$ cat src/rtl/rts_pkg.sv
package rts_pkg;
  typedef enum logic [2:0] {
    CMD_NOP = 3'd0,
    CMD_ACT = 3'd1,
    CMD_RD  = 3'd2,
    CMD_WR  = 3'd3,
    CMD_BST = 3'd4,
    CMD_PRE = 3'd5
  } cmd_e;

  localparam logic [1:0] OP_RD  = 2'd0;
  localparam logic [1:0] OP_WR  = 2'd1;
  localparam logic [1:0] OP_ACT = 2'd2;

  localparam logic [1:0] END_BST  = 2'd0;
  localparam logic [1:0] END_PRE  = 2'd1;
  localparam logic [1:0] END_AUTO = 2'd2;

  // pairs per full burst for a burst-length code
  function automatic logic [3:0] half_of(input logic [1:0] code);
    case (code)
      2'd2:    half_of = 4'd2;
      2'd3:    half_of = 4'd4;
      default: half_of = 4'd1;
    endcase
  endfunction
endpackage

$ cat src/rtl/rts_req_check.sv
module rts_req_check #(
  parameter int NB     = 4,
  parameter int BANK_W = 2,
  parameter int PAIR_W = 4
) (
  input  logic [1:0]        req_op,
  input  logic [1:0]        req_end,
  input  logic [BANK_W-1:0] req_bank,
  input  logic [PAIR_W-1:0] req_pairs,
  input  logic [1:0]        cfg_bl,
  input  logic [NB-1:0]     bank_open,
  input  logic [NB-1:0]     bank_free,
  input  logic              term_due,
  input  logic              pre_pending,
  input  logic              wr_blocked,
  output logic [PAIR_W-1:0] half,
  output logic [PAIR_W-1:0] pairs_eff,
  output logic              stall,
  output logic              is_err
);
  import rts_pkg::*;

  logic open_b;
  logic free_b;

  always_comb begin
    half      = PAIR_W'(half_of(cfg_bl));
    pairs_eff = (req_pairs > half) ? half : req_pairs;
    open_b    = bank_open[req_bank];
    free_b    = bank_free[req_bank];

    stall = term_due || pre_pending || !free_b;
    if (req_op == OP_WR && wr_blocked) stall = 1'b1;

    case (req_op)
      OP_RD:   is_err = (req_pairs == '0) || !open_b ||
                        (req_end == END_AUTO && pairs_eff != half);
      OP_WR:   is_err = !open_b;
      OP_ACT:  is_err = open_b;
      default: is_err = 1'b1;
    endcase
  end
endmodule

$ cat src/rtl/rts_bank_state.sv
module rts_bank_state #(
  parameter int NB     = 4,
  parameter int BANK_W = 2,
  parameter int TRP    = 3,
  parameter int CNT_W  = 5
) (
  input  logic              clk,
  input  logic              rst_n,
  input  logic              act_en,
  input  logic [BANK_W-1:0] act_bank,
  input  logic              pre_en,
  input  logic [BANK_W-1:0] pre_bank,
  input  logic              ap_en,
  input  logic [BANK_W-1:0] ap_bank,
  input  logic [CNT_W-1:0]  ap_hold,
  output logic [NB-1:0]     bank_open,
  output logic [NB-1:0]     bank_free
);
  for (genvar g = 0; g < NB; g++) begin : g_bank
    logic [CNT_W-1:0] rp_cnt;
    logic hit_act, hit_pre, hit_ap;

    assign hit_act = act_en && (act_bank == BANK_W'(g));
    assign hit_pre = pre_en && (pre_bank == BANK_W'(g));
    assign hit_ap  = ap_en  && (ap_bank  == BANK_W'(g));

    always_ff @(posedge clk) begin
      if (!rst_n) begin
        bank_open[g] <= 1'b0;
        rp_cnt       <= '0;
      end else begin
        if (hit_act)
          bank_open[g] <= 1'b1;
        else if (hit_pre || hit_ap)
          bank_open[g] <= 1'b0;

        if (hit_pre)
          rp_cnt <= CNT_W'(TRP);
        else if (hit_ap)
          rp_cnt <= ap_hold;
        else if (rp_cnt != '0)
          rp_cnt <= rp_cnt - CNT_W'(1);
      end
    end

    // a command loaded at this edge lands at least TRP clocks after the precharge
    assign bank_free[g] = (rp_cnt <= CNT_W'(1));
  end
endmodule

$ cat src/rtl/rts_trunc_timer.sv
module rts_trunc_timer #(
  parameter int BANK_W = 2,
  parameter int PAIR_W = 4,
  parameter int TURN   = 1,
  parameter int CNT_W  = 5
) (
  input  logic              clk,
  input  logic              rst_n,
  input  logic              load,
  input  logic [PAIR_W-1:0] ld_pairs,
  input  logic [PAIR_W-1:0] half,
  input  logic              cl3,
  input  logic [1:0]        end_mode,
  input  logic [BANK_W-1:0] ld_bank,
  output logic              term_due,
  output logic              term_pre,
  output logic [BANK_W-1:0] term_bank,
  output logic              pre_pending,
  output logic              wr_blocked
);
  import rts_pkg::*;

  logic [PAIR_W-1:0] term_cnt;
  logic [CNT_W-1:0]  wr_cnt;
  logic [CNT_W-1:0]  lat;
  logic              need_term;

  assign lat       = cl3 ? CNT_W'(3) : CNT_W'(2);
  assign need_term = (end_mode != END_AUTO) &&
                     ((ld_pairs < half) || (end_mode == END_PRE));

  always_ff @(posedge clk) begin
    if (!rst_n) begin
      term_cnt  <= '0;
      term_pre  <= 1'b0;
      term_bank <= '0;
      wr_cnt    <= '0;
    end else if (load) begin
      // a new read replaces whatever cut was still waiting
      term_cnt  <= need_term ? ld_pairs : '0;
      term_pre  <= (end_mode == END_PRE);
      term_bank <= ld_bank;
      wr_cnt    <= lat + CNT_W'(ld_pairs) + CNT_W'(TURN);
    end else begin
      if (term_cnt != '0) term_cnt <= term_cnt - PAIR_W'(1);
      if (wr_cnt != '0)   wr_cnt   <= wr_cnt - CNT_W'(1);
    end
  end

  assign term_due    = (term_cnt == PAIR_W'(1));
  assign pre_pending = (term_cnt != '0) && term_pre;
  assign wr_blocked  = (wr_cnt > CNT_W'(1));
endmodule

$ cat src/rtl/rd_trunc_sched.sv
module rd_trunc_sched #(
  parameter int NB     = 4,
  parameter int COL_W  = 9,
  parameter int PAIR_W = 4,
  parameter int TRP    = 3,
  parameter int TURN   = 1,
  localparam int BANK_W = (NB > 1) ? $clog2(NB) : 1
) (
  input  logic              clk,
  input  logic              rst_n,
  input  logic [1:0]        cfg_bl,
  input  logic              cfg_cl,
  input  logic              req_valid,
  output logic              req_ready,
  input  logic [1:0]        req_op,
  input  logic [1:0]        req_end,
  input  logic [BANK_W-1:0] req_bank,
  input  logic [COL_W-1:0]  req_col,
  input  logic [PAIR_W-1:0] req_pairs,
  output logic [2:0]        cmd_o,
  output logic [BANK_W-1:0] cmd_bank_o,
  output logic [COL_W-1:0]  cmd_col_o,
  output logic              cmd_ap_o,
  output logic              err_o
);
  import rts_pkg::*;

  localparam int CNT_W = $clog2(3 + 8 + TURN + TRP + 1) + 1;

  logic [NB-1:0]     bank_open, bank_free;
  logic [PAIR_W-1:0] half, pairs_eff;
  logic              stall, is_err, accept;
  logic              term_due, term_pre, pre_pending, wr_blocked;
  logic [BANK_W-1:0] term_bank;
  logic              load_rd, act_en, pre_en, ap_en;
  cmd_e              cmd_q;

  rts_req_check #(.NB(NB), .BANK_W(BANK_W), .PAIR_W(PAIR_W)) u_check (
    .req_op(req_op), .req_end(req_end), .req_bank(req_bank),
    .req_pairs(req_pairs), .cfg_bl(cfg_bl), .bank_open(bank_open),
    .bank_free(bank_free), .term_due(term_due), .pre_pending(pre_pending),
    .wr_blocked(wr_blocked), .half(half), .pairs_eff(pairs_eff),
    .stall(stall), .is_err(is_err)
  );

  assign req_ready = !stall;
  assign accept    = req_valid && !stall;
  assign load_rd   = accept && !is_err && (req_op == OP_RD);
  assign act_en    = accept && !is_err && (req_op == OP_ACT);
  assign pre_en    = term_due && term_pre;
  assign ap_en     = load_rd && (req_end == END_AUTO);

  rts_trunc_timer #(.BANK_W(BANK_W), .PAIR_W(PAIR_W), .TURN(TURN),
                    .CNT_W(CNT_W)) u_timer (
    .clk(clk), .rst_n(rst_n), .load(load_rd), .ld_pairs(pairs_eff),
    .half(half), .cl3(cfg_cl), .end_mode(req_end), .ld_bank(req_bank),
    .term_due(term_due), .term_pre(term_pre), .term_bank(term_bank),
    .pre_pending(pre_pending), .wr_blocked(wr_blocked)
  );

  rts_bank_state #(.NB(NB), .BANK_W(BANK_W), .TRP(TRP),
                   .CNT_W(CNT_W)) u_banks (
    .clk(clk), .rst_n(rst_n), .act_en(act_en), .act_bank(req_bank),
    .pre_en(pre_en), .pre_bank(term_bank), .ap_en(ap_en),
    .ap_bank(req_bank), .ap_hold(CNT_W'(half) + CNT_W'(TRP)),
    .bank_open(bank_open), .bank_free(bank_free)
  );

  always_ff @(posedge clk) begin
    if (!rst_n) begin
      cmd_q      <= CMD_NOP;
      cmd_bank_o <= '0;
      cmd_col_o  <= '0;
      cmd_ap_o   <= 1'b0;
      err_o      <= 1'b0;
    end else begin
      cmd_q      <= CMD_NOP;
      cmd_bank_o <= '0;
      cmd_col_o  <= '0;
      cmd_ap_o   <= 1'b0;
      err_o      <= 1'b0;
      if (term_due) begin
        cmd_q      <= term_pre ? CMD_PRE : CMD_BST;
        cmd_bank_o <= term_bank;
      end else if (accept) begin
        if (is_err) begin
          err_o <= 1'b1;
        end else begin
          cmd_bank_o <= req_bank;
          case (req_op)
            OP_RD: begin
              cmd_q     <= CMD_RD;
              cmd_col_o <= req_col;
              cmd_ap_o  <= (req_end == END_AUTO);
            end
            OP_WR: begin
              cmd_q     <= CMD_WR;
              cmd_col_o <= req_col;
            end
            default: cmd_q <= CMD_ACT;
          endcase
        end
      end
    end
  end

  assign cmd_o = cmd_q;
endmodule

$ cat config.mk
export PLATFORM = sky130hd
export DESIGN_NAME = rd_trunc_sched
export DESIGN_NICKNAME = d
export VERILOG_FILES = /design/src/rtl/rts_pkg.sv /design/src/rtl/rts_req_check.sv /design/src/rtl/rts_bank_state.sv /design/src/rtl/rts_trunc_timer.sv /design/src/rtl/rd_trunc_sched.sv
export SDC_FILE = /design/constraint.sdc
export NUM_CORES = 1
export LEC_CHECK = 0
export ABC_AREA = 1
export ABC_CLOCK_PERIOD_IN_PS = 2700
export BUFFER_PORTS_ARGS = -buffer_cell sky130_fd_sc_hd__clkbuf_2
export CAP_MARGIN = 15
export CORE_MARGIN = 3
export CORE_UTILIZATION = 30
export CTS_BUF_LIST = sky130_fd_sc_hd__clkbuf_8
export DETAILED_ROUTE_END_ITERATION = 8
export HOLD_SLACK_MARGIN = 0.12
export PLACE_DENSITY_LB_ADDON = 0.15
export REMOVE_ABC_BUFFERS = 1
export SLEW_MARGIN = 40
export SYNTH_ARGS = -nofsm -noshare
export SYNTH_HDL_FRONTEND = slang
export SYNTH_HIERARCHICAL = 1
export SYNTH_SLANG_ARGS = --single-unit
$ cat constraint.sdc
create_clock -name clk -period 2.7 [get_ports clk]
set_input_delay 0 -clock clk [delete_from_list [all_inputs] [get_ports clk]]
set_output_delay 0 -clock clk [all_outputs]
set_load 0.1 [all_outputs]
==> results of run 1 <==
area by class of cell:
| cell class | instances | area (sq um) | area share |
|---|---|---|---|
| flip-flops and latches | 52 | 1040 | 0.256 |
| multi-input cells | 356 | 1890 | 0.464 |
| clock buffers | 5 | 68.8 | 0.0169 |
| inverters | 107 | 404 | 0.0994 |
| clock inverters | 3 | 25.0 | 0.00616 |
| well taps | 136 | 170 | 0.0419 |
| repair buffers | 70 | 468 | 0.115 |
critical path: stages:
cell           delay (ns)
dlygate4sd3_1        0.56
clkbuf_4             0.24
inv_1                0.08
nand3_1              0.08
nand2_1              0.13
a41oi_2              0.21
nand2_1              0.09
nand2_1              0.06
nand2_1              0.06
inv_1                0.09
nand3_2              0.09
nor2_2               0.14
nand2_2              0.09
inv_4                0.09
buf_4                0.12
nand2_2              0.08
nand2_1              0.07
o21ai_0              0.07
nor3_1               0.19
nor2_1               0.05
stage by stage:
step	setup TNS, ns	worst slack (ns)	instance area (sq um)
after floorplan	-3.54	-0.298	3270
after global placement	0	0.0679	3750
after detailed placement	-0.253	-0.0625	3750
after CTS	0	0.105	4000
after global routing	0	0.00259	4060
final	0	0.318	4060
power breakdown:
part | switching (mW) | total (mW) | internal [mW] | leakage (nW)
Clock | 0.282 | 0.471 | 0.190 | 0.0452
Combinational | 1.12 | 1.77 | 0.644 | 1.64
Sequential | 0.146 | 1.08 | 0.938 | 0.425
Total | 1.55 | 3.32 | 1.77 | 2.11
worst min path at each step:
| stage | from | to | slack, ns | cells after the start |
|---|---|---|---|---|
| detailed placement | req_col[5] | cmd_col_o[5] | 0.20 | 3 |
| finish | req_op[1] | cmd_col_o[0] | 0.12 | 4 |
| floorplan | req_col[0] | cmd_col_o[0] | 0.11 | 2 |
| global placement | req_col[0] | cmd_col_o[0] | 0.20 | 3 |
| global route | req_op[1] | cmd_col_o[7] | 0.16 | 4 |
| CTS | req_op[1] | cmd_col_o[0] | 0.13 | 4 |
routing by layer:
layer	track usage	share of wire	up-vias
met3	0.0218	0.042	7
met2	0.223	0.47	44
met1	0.176	0.48	1405
li1	-	-	1761
met4	0.0373	0.011	0
met5	0	0	-
sequential cells by signal (all words and copies together), names as in the netlist:
name / count
cmd_ap_o: 1
cmd_bank_o: 2
cmd_col_o: 9
cmd_o: 3
err_o: 1
u_banks/bank_open: 4
u_banks/g_bank.rp_cnt: 20
u_timer/term_bank: 2
u_timer/term_cnt: 4
u_timer/term_pre: 1
u_timer/wr_cnt: 5
kinds of logic (layout without fill, tap and decap cells):
| kind of cell | after synthesis | count (layout) | share of synthesized area |
|---|---|---|---|
| AOI/OAI and AO/OA | 74 | 74 | 0.122 |
| adders and majority gates | 21 | 21 | 0.0792 |
| and+or+nand+nor | 252 | 252 | 0.329 |
| xor gates and xnor gates | 7 | 7 | 0.0185 |
| other | 1 | 2 | 0.00113 |
| DFF | 52 | 52 | 0.314 |
| buffers and inverters | 113 | 185 | 0.136 |
synthesized netlist by cell type:
cell / n
nand3_1: 37
xnor2_1: 3
o22ai_1: 1
nor2_2: 4
nor3_1: 3
nor2_1: 68
nand4_1: 3
a21oi_2: 3
nand3b_1: 3
o2111ai_1: 1
nand2_2: 3
a41oi_1: 1
buf_6: 2
o21ai_2: 2
nand2_1: 121
dfxtp_1: 52
nor4_1: 3
ha_1: 21
inv_1: 98
or2_1: 1
nand3_4: 1
nor3_4: 1
o211ai_1: 3
o21ai_0: 28
xor2_1: 4
nand3_2: 4
conb_1: 1
buf_2: 1
buf_4: 3
o21ai_1: 4
a21oi_1: 31
inv_2: 9
timing repair:
| item | in CTS | in global routing |
|---|---|---|
| buffers inserted | 0 | 1 |
| gates resized for setup | 0 | 19 |
| endpoints found under the setup margin | 0 | 28 |
| hold buffers | 15 | 0 |
| endpoints found under the hold margin | 17 | 0 |
==> qor.txt, run 1 <==
Status -> completed
Yosys top cell area share -> 0.314
CTS Sinks -> 52
# rows -> 37
Die Area -> 12,400 sq um
FF-to-FF End -> u_banks/g_bank[0].rp_cnt[1]
Post-route ant nets -> 0
Initial DRC Count -> 122
Dpl hpwl -> 6.37 mm
Final hold violation count -> 0
Arrival @ worst endpoint -> 2.60 ns
Slew margin rel. -> 0.560
I/O pins -> 42
Tcrit/Tclk final -> 0.882
Layout cells sized above 1 -> 0.175
Syn Inst Count -> 520
Critical Path End -> u_banks/g_bank[0].rp_cnt[1]
Die H -> 111 um
Count of final max-slew check failures -> 0
Post-Place Cells -> 706
Placer Congestion -> 0.871
Routed WL per cell -> 11.1 um
Reg-to-reg slack, setup -> 0.32 ns
Commonest cells after routing, fill and taps aside -> 119 x nand2_1, 95 x inv_1, 66 x nor2_1, 52 x dfxtp_1, 39 x clkbuf_2
Area Overhead vs Synth -> 22.4%
DRT Wirelength -> 8.13 mm
Commonest non-fill, non-tap cell in the layout -> nand2_1
Seq/Total Area, Yosys -> 0.314
Cell taking the most area after synthesis -> dfxtp_1
Finished Layout Cells -> 729
Tmin final -> 2.38 ns
Filler cell count -> 1,161
CTS tree -> yes
Maximum root-to-sink buffer count -> 2
Worst-Margin Slew -> 0.655 ns
Worst skew pair latency -> 0.31 ns
Setup crit end kind -> flop
Drt first pass iters -> 4
Clk root buf -> clkbuf_8
Initial antenna violation count -> 0
WHS -> 0.116 ns
Pwr Total -> 3.32 mW
Port Buffers -> 41
RSZ-0062 raised after global routing -> false
Unique masters post-synth -> 32
Leak Pwr -> 2.11 nW
Initial Util -> 0.314
All-Layer GR Usage -> 0.133
First-pass GRT wire length -> 13.9 mm
Fin util -> 0.385
Vias -> 3,217
FF-to-FF Start -> u_banks/g_bank[1].rp_cnt[1]
Critical path required time -> 2.92 ns
Setup Skew -> 0.0102 ns
Core area -> 10,600 sq um
DRC -> 0
Max Fclk -> 0.420 GHz
Critical path class -> in -> reg
Most area-consuming cells after synthesis -> dfxtp_1 31%, nand2_1 14%, inv_1 11%
Largest net degree at the start of global routing -> 24
Worst setup startpoint -> req_bank[1]
Vias in the first global route -> 3,094
TritonCTS buffer count -> 5
Synth warn -> 6
# nets final -> 638
H-tree Lvls -> 2
Final setup vio count -> 0
Chip width -> 111 um
Critical Path Fanout Max -> 13
Worst min-delay path class -> in -> reg
Cells on worst reg2reg path -> 18
Vias/cell -> 4.41
Mean Syn Cell Area -> 6.38 sq um
Pwr Density -> 817 nW/um^2
Maximum vdd ir drop -> 0.302 mV
Startpoint types -> input port
Post-Syn Area -> 3320 sq um
Ant. Diodes -> 0
Synth Register Bits -> 52
Grt ovf -> 0
Clock-pin slew on the worst setup and hold paths -> 0.11 ns
# Max-Cap Violations -> 0
No activity file was read; power rests on OpenSTA's default activity.
==> inputs of run 2 (changes only) <==
--- a/config.mk
+++ b/config.mk
@@ -7,7 +7,7 @@
 export LEC_CHECK = 0
 export ABC_AREA = 1
 export ABC_CLOCK_PERIOD_IN_PS = 2700
-export BUFFER_PORTS_ARGS = -buffer_cell sky130_fd_sc_hd__clkbuf_2
+export BUFFER_PORTS_ARGS = -buffer_cell sky130_fd_sc_hd__buf_2
 export CAP_MARGIN = 15
 export CORE_MARGIN = 3
 export CORE_UTILIZATION = 30
==> qor.txt, run 2 (synthesis results as in run 1) <==
Status -> completed
Biggest regs -> u_banks/g_bank.rp_cnt: 20 flops, cmd_col_o: 9 flops, u_timer/wr_cnt: 5 flops
Die H -> 111 um
Core area -> 10,600 sq um
Layout cells sized above 1 -> 0.169
Initial Util -> 0.314
Post-Place Cells -> 705
Worst Slack Setup Final -> 0.235 ns
Largest register FFs -> 20
Pwr Density -> 797 nW/um^2
Reg-to-reg slack, setup -> 0.30 ns
Slew margin rel. -> 0.620
Slowest CP cell -> dlygate4sd3_1
First-pass GRT wire length -> 13.6 mm
Tmin final -> 2.46 ns
All-Layer GR Usage -> 0.130
Worst min-delay path class -> in -> reg
Commonest non-fill, non-tap cell in the layout -> nand2_1
Dpl hpwl -> 6.18 mm
Port Buffers -> 41
Post-route ant nets -> 0
CTS Sinks -> 52
Most flops, register -> u_banks/g_bank.rp_cnt
Setup crit end kind -> flop
Maximum vdd ir drop -> 0.333 mV
Chip width -> 111 um
Critical path required time -> 2.91 ns
CTS tree -> yes
DRT Wirelength -> 8.10 mm
Max Fclk -> 0.406 GHz
Largest net degree at the start of global routing -> 24
# rows -> 37
I/O pins -> 42
FF+latch area -> 1040 sq um
Grt ovf -> 0
Pwr Total -> 3.32 mW
Final hold violation count -> 0
Initial antenna violation count -> 0
Filler cell count -> 1,165
Die Area -> 12,400 sq um
Ant. Diodes -> 0
Maximum root-to-sink buffer count -> 2
Crit-path cells -> dlygate4sd3_1, clkbuf_4, inv_1, nand3_1, nand2_1, a41oi_2, nand2_1, nand2_1, nand2_1, inv_1, nand3_2, nor2_2, nand2_1, inv_2, buf_4, nand2_2, nand2_1, o21ai_0, nor3_1, nor2_1
Clk root buf -> clkbuf_8
Area of the multi-input gates -> 1890 sq um
Commonest cells after routing, fill and taps aside -> 120 x nand2_1, 95 x inv_1, 68 x nor2_1, 52 x dfxtp_1, 39 x buf_2
Final setup vio count -> 0
DP Worst Slack -> -0.0488 ns
Drt first pass iters -> 4
Finished Layout Cells -> 740
Area Overhead vs Synth -> 25.6%
Count of final max-slew check failures -> 0
# Max-Cap Violations -> 0
Slowest cell delay on critical path -> 0.54 ns
TritonCTS buffer count -> 5
H-tree Lvls -> 2
Worst-Margin Slew -> 0.566 ns
Initial DRC Count -> 85
Worst skew pair latency -> 0.31 ns
DRC -> 0
Critical path class -> in -> reg
Vias -> 3,297
Vias/cell -> 4.46
Clock-pin slew on the worst setup and hold paths -> 0.11 ns
Leak Pwr -> 2.19 nW
Routed WL per cell -> 10.9 um
Arrival @ worst endpoint -> 2.68 ns
Critical Path Fanout Max -> 13
CP Buf/Inv Count -> 6
CP delay by family, top -> buffers and inverters
# nets final -> 649
Placer Congestion -> 0.831
Startpoint types -> input port
Most used cell, CP -> nand2_1
Setup Skew -> 0.0149 ns
Tcrit/Tclk final -> 0.913
Vias in the first global route -> 2,977
run 2: cell types whose count changed in the layout (fill, tap and decap cells not counted), sizes merged:
cell          change
buf              +40
clkbuf           -39
clkinv            +1
dlygate4sd3      +11
dlymetal6s4s      -1
inv               -1
run 2: power by group:
| group | leakage (nW) | internal [mW] | total, mW | switching (mW) |
|---|---|---|---|---|
| registers | 0.425 | 0.937 | 1.07 | 0.137 |
| clock network | 0.0463 | 0.191 | 0.480 | 0.289 |
| logic | 1.71 | 0.647 | 1.77 | 1.12 |
run 2: worst register-to-register path: cells and delay by family (launching register included):
| family | cells | cell delay (ns) |
|---|---|---|
| AOI/OAI and AO/OA | 2 | 0.12 |
| adders and majority gates | 1 | 0.14 |
| buffers and inverters | 4 | 0.44 |
| DFF | 1 | 0.32 |
| and+or+nand+nor | 11 | 1.27 |
run 2: final cells by class:
cell class                 instances  area share
timing repair buffer              81       0.137
sequential                        52       0.250
inverter                         107      0.0964
clock buffer                       5      0.0165
clock inverter                     3     0.00660
tap                              136      0.0408
multi-input combinational        356       0.452
run 2: per-layer routing:
layer	part of all wire	up-vias	GRT usage	routed length, um
li1	-	1781	-	-
met5	0	-	0	0
met1	0.48	1459	0.172	3920
met4	0.0065	0	0.0316	53
met2	0.47	53	0.224	3840
met3	0.034	4	0.0186	278
run 2: per-stage QoR:
| step | TNS [ns] | hold WS (ns) | cell area [sq um] | util |
|---|---|---|---|---|
| finish | 0 | 0.138 | 4170 | 0.395 |
| global route | -0.0237 | 0.171 | 4170 | 0.395 |
| global placement | 0 | 0.214 | 3750 | 0.355 |
| detailed placement | -0.183 | 0.221 | 3750 | 0.355 |
| floorplan | -3.54 | 0.112 | 3270 | - |
| CTS | 0 | 0.137 | 4090 | 0.388 |
run 2: path summary, 6_finish.rpt:
kind                                    start                          end  cells past startpoint
setup / recovery                  req_bank[1]  u_banks/g_bank[0].rp_cnt[1]                     20
hold / removal                          rst_n  u_banks/g_bank[0].rp_cnt[0]                      3
setup reg to reg  u_banks/g_bank[1].rp_cnt[1]  u_banks/g_bank[0].rp_cnt[1]                     18
hold reg to reg          u_banks/bank_open[3]         u_banks/bank_open[3]                      2
run 2: repair_timing:
action / CTS / global route
endpoints found under the setup margin: 0 / 26
setup buffers: 0 / 2
hold buffers: 25 / 0
hold endpoints to repair: 21 / 0
resized for setup: 0 / 17
